[src/rtl/refcnt_pkg.sv]
package refcnt_pkg;

    // Outcome of one counter update in a cycle
    typedef enum logic [1:0] {
        RC_HOLD      = 2'd0,
        RC_UPDATE    = 2'd1,
        RC_RELEASE   = 2'd2,
        RC_UNDERFLOW = 2'd3
    } rc_outcome_e;

    // Registered per-register event flags
    typedef struct packed {
        logic rel;
        logic uf;
    } rc_event_t;

    function automatic rc_event_t event_of(input rc_outcome_e oc);
        rc_event_t ev;
        ev.rel = (oc == RC_RELEASE);
        ev.uf  = (oc == RC_UNDERFLOW);
        return ev;
    endfunction

endpackage

[src/rtl/refcnt_match.sv]
// Counts, for every physical register, how many valid lanes carry its index.
module refcnt_match #(
    parameter int NUM_PREGS = 64,
    parameter int PORTS     = 4,
    localparam int IDX_W    = $clog2(NUM_PREGS),
    localparam int HIT_W    = $clog2(PORTS + 1)
) (
    input  logic [PORTS-1:0]                valid_i,
    input  logic [PORTS-1:0][IDX_W-1:0]     idx_i,
    output logic [NUM_PREGS-1:0][HIT_W-1:0] hits_o
);

    for (genvar r = 0; r < NUM_PREGS; r++) begin : g_reg
        always_comb begin
            hits_o[r] = '0;
            for (int p = 0; p < PORTS; p++) begin
                if (valid_i[p] && (idx_i[p] == IDX_W'(r))) begin
                    hits_o[r] = hits_o[r] + HIT_W'(1);
                end
            end
        end
    end

endmodule

[src/rtl/refcnt_cell.sv]
// One reference counter with release and underflow detection.
module refcnt_cell
    import refcnt_pkg::*;
#(
    parameter int   CNT_W    = 4,
    parameter int   INC_W    = 3,
    parameter int   DEC_W    = 3,
    parameter logic INIT_ONE = 1'b0,
    localparam int  SUM_W    = CNT_W + INC_W + 1
) (
    input  logic             clk,
    input  logic             rst,
    input  logic [INC_W-1:0] inc_n_i,
    input  logic [DEC_W-1:0] dec_n_i,
    output logic             rel_o,
    output logic             uf_o
);

    logic [CNT_W-1:0] cnt_q;
    logic [SUM_W-1:0] gross;
    logic [SUM_W-1:0] take;
    logic [SUM_W-1:0] remain;
    rc_outcome_e      outcome;
    rc_event_t        ev_d;
    rc_event_t        ev_q;

    always_comb begin
        gross  = SUM_W'(cnt_q) + SUM_W'(inc_n_i);
        take   = SUM_W'(dec_n_i);
        remain = gross - take;
        if (take > gross) begin
            outcome = RC_UNDERFLOW;
        end else if ((inc_n_i == '0) && (dec_n_i == '0)) begin
            outcome = RC_HOLD;
        end else if ((cnt_q != '0) && (remain == '0)) begin
            outcome = RC_RELEASE;
        end else begin
            outcome = RC_UPDATE;
        end
        ev_d = event_of(outcome);
    end

    always_ff @(posedge clk) begin
        if (rst) begin
            cnt_q <= INIT_ONE ? CNT_W'(1) : '0;
            ev_q  <= '0;
        end else begin
            if ((outcome == RC_UPDATE) || (outcome == RC_RELEASE)) begin
                cnt_q <= remain[CNT_W-1:0];
            end
            ev_q <= ev_d;
        end
    end

    assign rel_o = ev_q.rel;
    assign uf_o  = ev_q.uf;


    release_on_zero_chk: assert property (@(posedge clk) disable iff (rst)
        ev_q.rel |-> ((cnt_q == '0) && ($past(cnt_q) != '0)));


    no_release_from_zero_chk: assert property (@(posedge clk) disable iff (rst)
        ($past(cnt_q) == '0) |-> !ev_q.rel);


    underflow_hold_chk: assert property (@(posedge clk) disable iff (rst)
        ev_q.uf |-> ($stable(cnt_q) && !ev_q.rel));


    single_pulse_chk: assert property (@(posedge clk) disable iff (rst)
        ev_q.rel |=> !ev_q.rel);

endmodule

[src/rtl/prf_refcount.sv]
module prf_refcount #(
    parameter int  NUM_PREGS   = 64,
    parameter int  INIT_MAPPED = 32,
    parameter int  INC_PORTS   = 4,
    parameter int  DEC_PORTS   = 4,
    parameter int  MAX_REFS    = 8,
    localparam int IDX_W       = $clog2(NUM_PREGS),
    localparam int CNT_W       = $clog2(MAX_REFS) + 1,
    localparam int INC_W       = $clog2(INC_PORTS + 1),
    localparam int DEC_W       = $clog2(DEC_PORTS + 1)
) (
    input  logic                            clk,
    input  logic                            rst,
    input  logic [INC_PORTS-1:0]            inc_valid_i,
    input  logic [INC_PORTS-1:0][IDX_W-1:0] inc_idx_i,
    input  logic [DEC_PORTS-1:0]            dec_valid_i,
    input  logic [DEC_PORTS-1:0][IDX_W-1:0] dec_idx_i,
    output logic [NUM_PREGS-1:0]            release_o,
    output logic                            underflow_o
);

    logic [NUM_PREGS-1:0][INC_W-1:0] inc_hits;
    logic [NUM_PREGS-1:0][DEC_W-1:0] dec_hits;
    logic [NUM_PREGS-1:0]            uf_vec;

    refcnt_match #(.NUM_PREGS(NUM_PREGS), .PORTS(INC_PORTS)) u_inc_match (
        .valid_i (inc_valid_i),
        .idx_i   (inc_idx_i),
        .hits_o  (inc_hits)
    );

    refcnt_match #(.NUM_PREGS(NUM_PREGS), .PORTS(DEC_PORTS)) u_dec_match (
        .valid_i (dec_valid_i),
        .idx_i   (dec_idx_i),
        .hits_o  (dec_hits)
    );

    for (genvar r = 0; r < NUM_PREGS; r++) begin : g_cell
        refcnt_cell #(
            .CNT_W    (CNT_W),
            .INC_W    (INC_W),
            .DEC_W    (DEC_W),
            .INIT_ONE (r < INIT_MAPPED)
        ) u_cell (
            .clk     (clk),
            .rst     (rst),
            .inc_n_i (inc_hits[r]),
            .dec_n_i (dec_hits[r]),
            .rel_o   (release_o[r]),
            .uf_o    (uf_vec[r])
        );
    end

    assign underflow_o = |uf_vec;


    reset_quiet_chk: assert property (@(posedge clk)
        $past(rst) |-> ((release_o == '0) && !underflow_o));

endmodule

[config.mk]
export PLATFORM = sky130hd
export DESIGN_NAME = prf_refcount
export DESIGN_NICKNAME = d
export VERILOG_FILES = /design/src/rtl/refcnt_pkg.sv /design/src/rtl/refcnt_match.sv /design/src/rtl/refcnt_cell.sv /design/src/rtl/prf_refcount.sv
export SDC_FILE = /design/constraint.sdc
export NUM_CORES = 2
export LEC_CHECK = 0
export BUFFER_PORTS_ARGS = -buffer_cell sky130_fd_sc_hd__buf_4
export CAP_MARGIN = 20
export CORE_AREA = 2 2 264 396
export CTS_BUF_LIST = sky130_fd_sc_hd__clkbuf_2 sky130_fd_sc_hd__clkbuf_4 sky130_fd_sc_hd__clkbuf_8
export DETAILED_ROUTE_END_ITERATION = 10
export DIE_AREA = 0 0 266 398
export PLACE_DENSITY_LB_ADDON = 0.12
export SETUP_SLACK_MARGIN = 0.05
export SYNTH_ARGS = -nofsm -noshare
export SYNTH_HDL_FRONTEND = slang
export SYNTH_SLANG_ARGS = --single-unit
export TNS_END_PERCENT = 20
[constraint.sdc]
create_clock -name clk -period 7.5 [get_ports clk]
set_input_delay 1.125 -clock clk [delete_from_list [all_inputs] [get_ports clk]]
set_output_delay 1.125 -clock clk [all_outputs]
set_load 0.05 [all_outputs]
==> impl_metrics.json <==
{
  "ys_seq_area_share_pct": 12.6,
  "synth.most_common_cell": "ha_1",
  "tritoncts": "yes",
  "synth_common_cells": "ha_1 (1072), inv_1 (811), nor2_1 (603)",
  "p_switching_mw": 2.16,
  "start_util_pct": 59.6,
  "crit_chain": "buf_4 -> nor2b_1 -> nand3_1 -> nor2_1 -> ha_1 -> xor2_1 -> ha_1 -> nor3_1 -> a31oi_1 -> inv_1 -> fa_1 -> fa_1 -> nor2b_1 -> nor3_1 -> ha_1 -> nand3_1 -> or3_1 -> nor3b_1 -> mux2i_1 -> a32oi_1 -> ha_1 -> nor2b_1",
  "cpMostUsedCell": "ha_1",
  "core_mm2": 0.102,
  "fin_crit_sh_pct": 86.8,
  "clock-skew-final_ps": 46.9,
  "worst_path_max_delay_cell": "nand3_1",
  "cts_sinks": 384,
  "seqPwrFrac_pct": 35.0,
  "endpoint_kind": "flip-flop",
  "via_per_inst": 6.46,
  "yosysWarnings": 0,
  "finalMaxSlewViolations": 0,
  "cts_root_buf": "clkbuf_8",
  "p_int_mw": 3.97,
  "post-route-min-period_ps": 6510,
  "hpwl_um": 171000,
  "ys.flop_type": "dfxtp_1",
  "rows": 144,
  "fin_tns_setup_ps": 0,
  "cpPeakStageDelay_ps": 600,
  "layout.nets": 9179,
  "syn_area_per_cell_um2": 7.62,
  "die_area_mm2": 0.106,
  "critical_path_class": "input port to flip-flop",
  "wl_per_cell_um": 24.1,
  "overflow": 0,
  "grt_max_degree": 172,
  "ys_top_cells_by_area": "ha_1 (22%), dfxtp_1 (13%), xnor2_1 (5.7%)",
  "drc": 0,
  "io_pins": 123,
  "yosys.area.top_type": "ha_1",
  "cts_hold_buf": 0,
  "syn_nets": 9267,
  "share_comb_of_total_power_pct": 23.9,
  "crit_fanout": 7,
  "ir_worst_vdd_mv": 0.178,
  "maxCapViolCount": 0,
  "synth_area_mm2": 0.0610,
  "synth_cell_type_count": 98,
  "status": "complete, no violations",
  "placed_cell_area_mm2": 0.0629,
  "syn_inst": 8009,
  "track_usage_pct": 41.3,
  "cts_setup_buffers": 0,
  "synth.top_cell.area_share_pct": 22.0,
  "path_delay_family": "adder cells",
  "max_slew.worst_pin.slew_ps": 1240,
  "fin_area_mm2": 0.0646,
  "numPortBuffers": 122,
  "startpoint_type": "input port",
  "drive_gt1_share_pct": 7.31,
  "drt_iter0_markers": 5581,
  "p_leak_nw": 28.8,
  "clkPwrFrac_pct": 41.1,
  "nFillCells": 9333,
  "swShare_pct": 35.2,
  "final_hold_viol_count": 0,
  "numCtsBuffers": 75,
  "rsz0062_at_grt": "no",
  "drt_wl_total_um": 224000,
  "chipWidth_um": 266,
  "path_buf_inv": 2,
  "setup_viol": 0,
  "synth-edff-count": 0,
  "htree_num_levels": 3,
  "fmax_mhz": 154,
  "synth-async-reset-ratio_pct": 0,
  "cts_max_path_buffers": 3,
  "ys_ff_latch": 384,
  "antenna_found_initial": 24,
  "synthToLayoutAreaGrowth_pct": 5.95,
  "cts-resized-gates": 0,
  "cts.reportedPaths.clkPinSlew_ps": 70,
  "drt_pass1_iterations": 6,
  "ant_nets": 0,
  "p_per_area_mw_per_mm2": 94.8,
  "holdCritPathClass": "flip-flop to flip-flop",
  "clock_latency_ps": 800,
  "grt_pass1_wl_um": 333000,
  "die_h_um": 398,
  "routed-via-count": 60200,
  "gp_congestion": 1.03,
  "slew_headroom_pct": 16.9,
  "arrival_ps": 7220,
  "crit_required_ps": 8220,
  "grt_pass1_vias": 58100
}
[final timing paths]
check                             startpoint                          to  slack, ps  cells after the start
setup / recovery                inc_idx_i[3]     g_cell[11].u_cell.rel_o        990                     22
hold / removal    g_cell[41].u_cell.cnt_q[2]  g_cell[41].u_cell.cnt_q[2]        490                      2
setup reg to reg  g_cell[19].u_cell.cnt_q[0]  g_cell[19].u_cell.cnt_q[2]       3570                     16
hold reg to reg   g_cell[41].u_cell.cnt_q[2]  g_cell[41].u_cell.cnt_q[2]        490                      2
[metal layers]
layer  track usage (%)  part of all wire [%]  vias to the layer above
li1                  -                     -                    27700
met1              44.9                    35                    28300
met2              64.8                    43                     3072
met3              11.8                    11                     1068
met4              37.9                    11                       16
met5                 0                 0.048                        -
[area by class of cell]
cell class              instances  area (um2)  share of cell area, %
inverters                     812        3050                   4.72
clock inverters                37         384                  0.594
repair buffers                294        2330                   3.61
multi-input cells            6354       48200                   74.6
clock buffers                  99        1290                   2.00
diodes                         20        50.0                 0.0774
well taps                    1314        1640                   2.54
flip-flops and latches        384        7690                   11.9
[worst reg2reg max path: cells and delay by family (launching register included)]
kind	cells	cell delay, ps
xor gates and xnor gates	1	150
AOI/OAI and AO/OA	2	370
adders and majority gates	5	1490
and+or+nand+nor	6	1260
DFF	1	380
muxes	1	130
buffers and inverters	1	60
[per-stage QoR]
| stage | instances | setup slack (ps) | utilization (%) | power, mW | hold WS, ps |
|---|---|---|---|---|---|
| after floorplan | 8009 | 1030 | - | 3.11 | 458 |
| after global placement | 9157 | 629 | 61.5 | 3.57 | 472 |
| after detailed placement | 9157 | 434 | 61.5 | 3.59 | 476 |
| after CTS | 9293 | 1280 | 63.1 | 6.12 | 488 |
| after global routing | 9304 | 781 | 63.1 | 6.32 | 502 |
| final | 9314 | 992 | 63.2 | 6.13 | 488 |
[power by group through the flow]
stage / clock, mW / sequential (mW) / combinational (mW)
3_5_place_dp: 0 / 2.19 / 1.41
4_1_cts: 2.57 / 2.14 / 1.41
3_3_place_gp: 0 / 2.19 / 1.39
6_report: 2.52 / 2.15 / 1.47
2_1_floorplan: 0 / 2.17 / 0.940
5_1_grt: 2.63 / 2.15 / 1.54
[registers in the layout (all words and copies together) (netlist names)]
| register | flops |
|---|---|
| g_cell.u_cell.cnt_q | 256 |
| g_cell.u_cell.rel_o | 64 |
| g_cell.u_cell.uf_o | 64 |
[placed cells by master, fill, tap and decap left out, types with 40 or more instances in the layout]
| cell | synthesis | layout |
|---|---|---|
| a2111oi_0 | 40 | 40 |
| a211oi_1 | 63 | 63 |
| a21o_1 | 103 | 103 |
| a21oi_1 | 572 | 572 |
| a22oi_1 | 56 | 56 |
| buf_4 | 81 | 283 |
| clkbuf_8 | 0 | 88 |
| dfxtp_1 | 384 | 384 |
| fa_1 | 128 | 128 |
| ha_1 | 1072 | 1072 |
| inv_1 | 811 | 811 |
| mux2i_1 | 140 | 140 |
| nand2_1 | 593 | 593 |
| nand2b_1 | 122 | 122 |
| nand3_1 | 268 | 266 |
| nand4_1 | 116 | 116 |
| nand4b_1 | 40 | 40 |
| nor2_1 | 603 | 599 |
| nor2b_1 | 319 | 319 |
| nor3_1 | 205 | 203 |
| nor3b_1 | 67 | 64 |
| nor4_1 | 113 | 111 |
| o21a_1 | 70 | 70 |
| o21ai_0 | 307 | 307 |
| o31ai_1 | 47 | 47 |
| or3_1 | 126 | 126 |
| xnor2_1 | 394 | 394 |
| xor2_1 | 185 | 185 |
[logic make-up (layout without fill, tap and decap cells)]
logic type                 Yosys count  after routing  synth area share (%)
and+or+nand+nor                   2816           2816                  24.7
xor gates and xnor gates           579            579                  8.31
AOI/OAI and AO/OA                 1590           1590                  16.7
DFF                                384            384                  12.6
muxes                              169            169                  2.83
buffers and inverters             1271           1242                  8.64
adders and majority gates         1200           1200                  26.2
other                                0             20                     0
(Power assumes the default switching activity.)
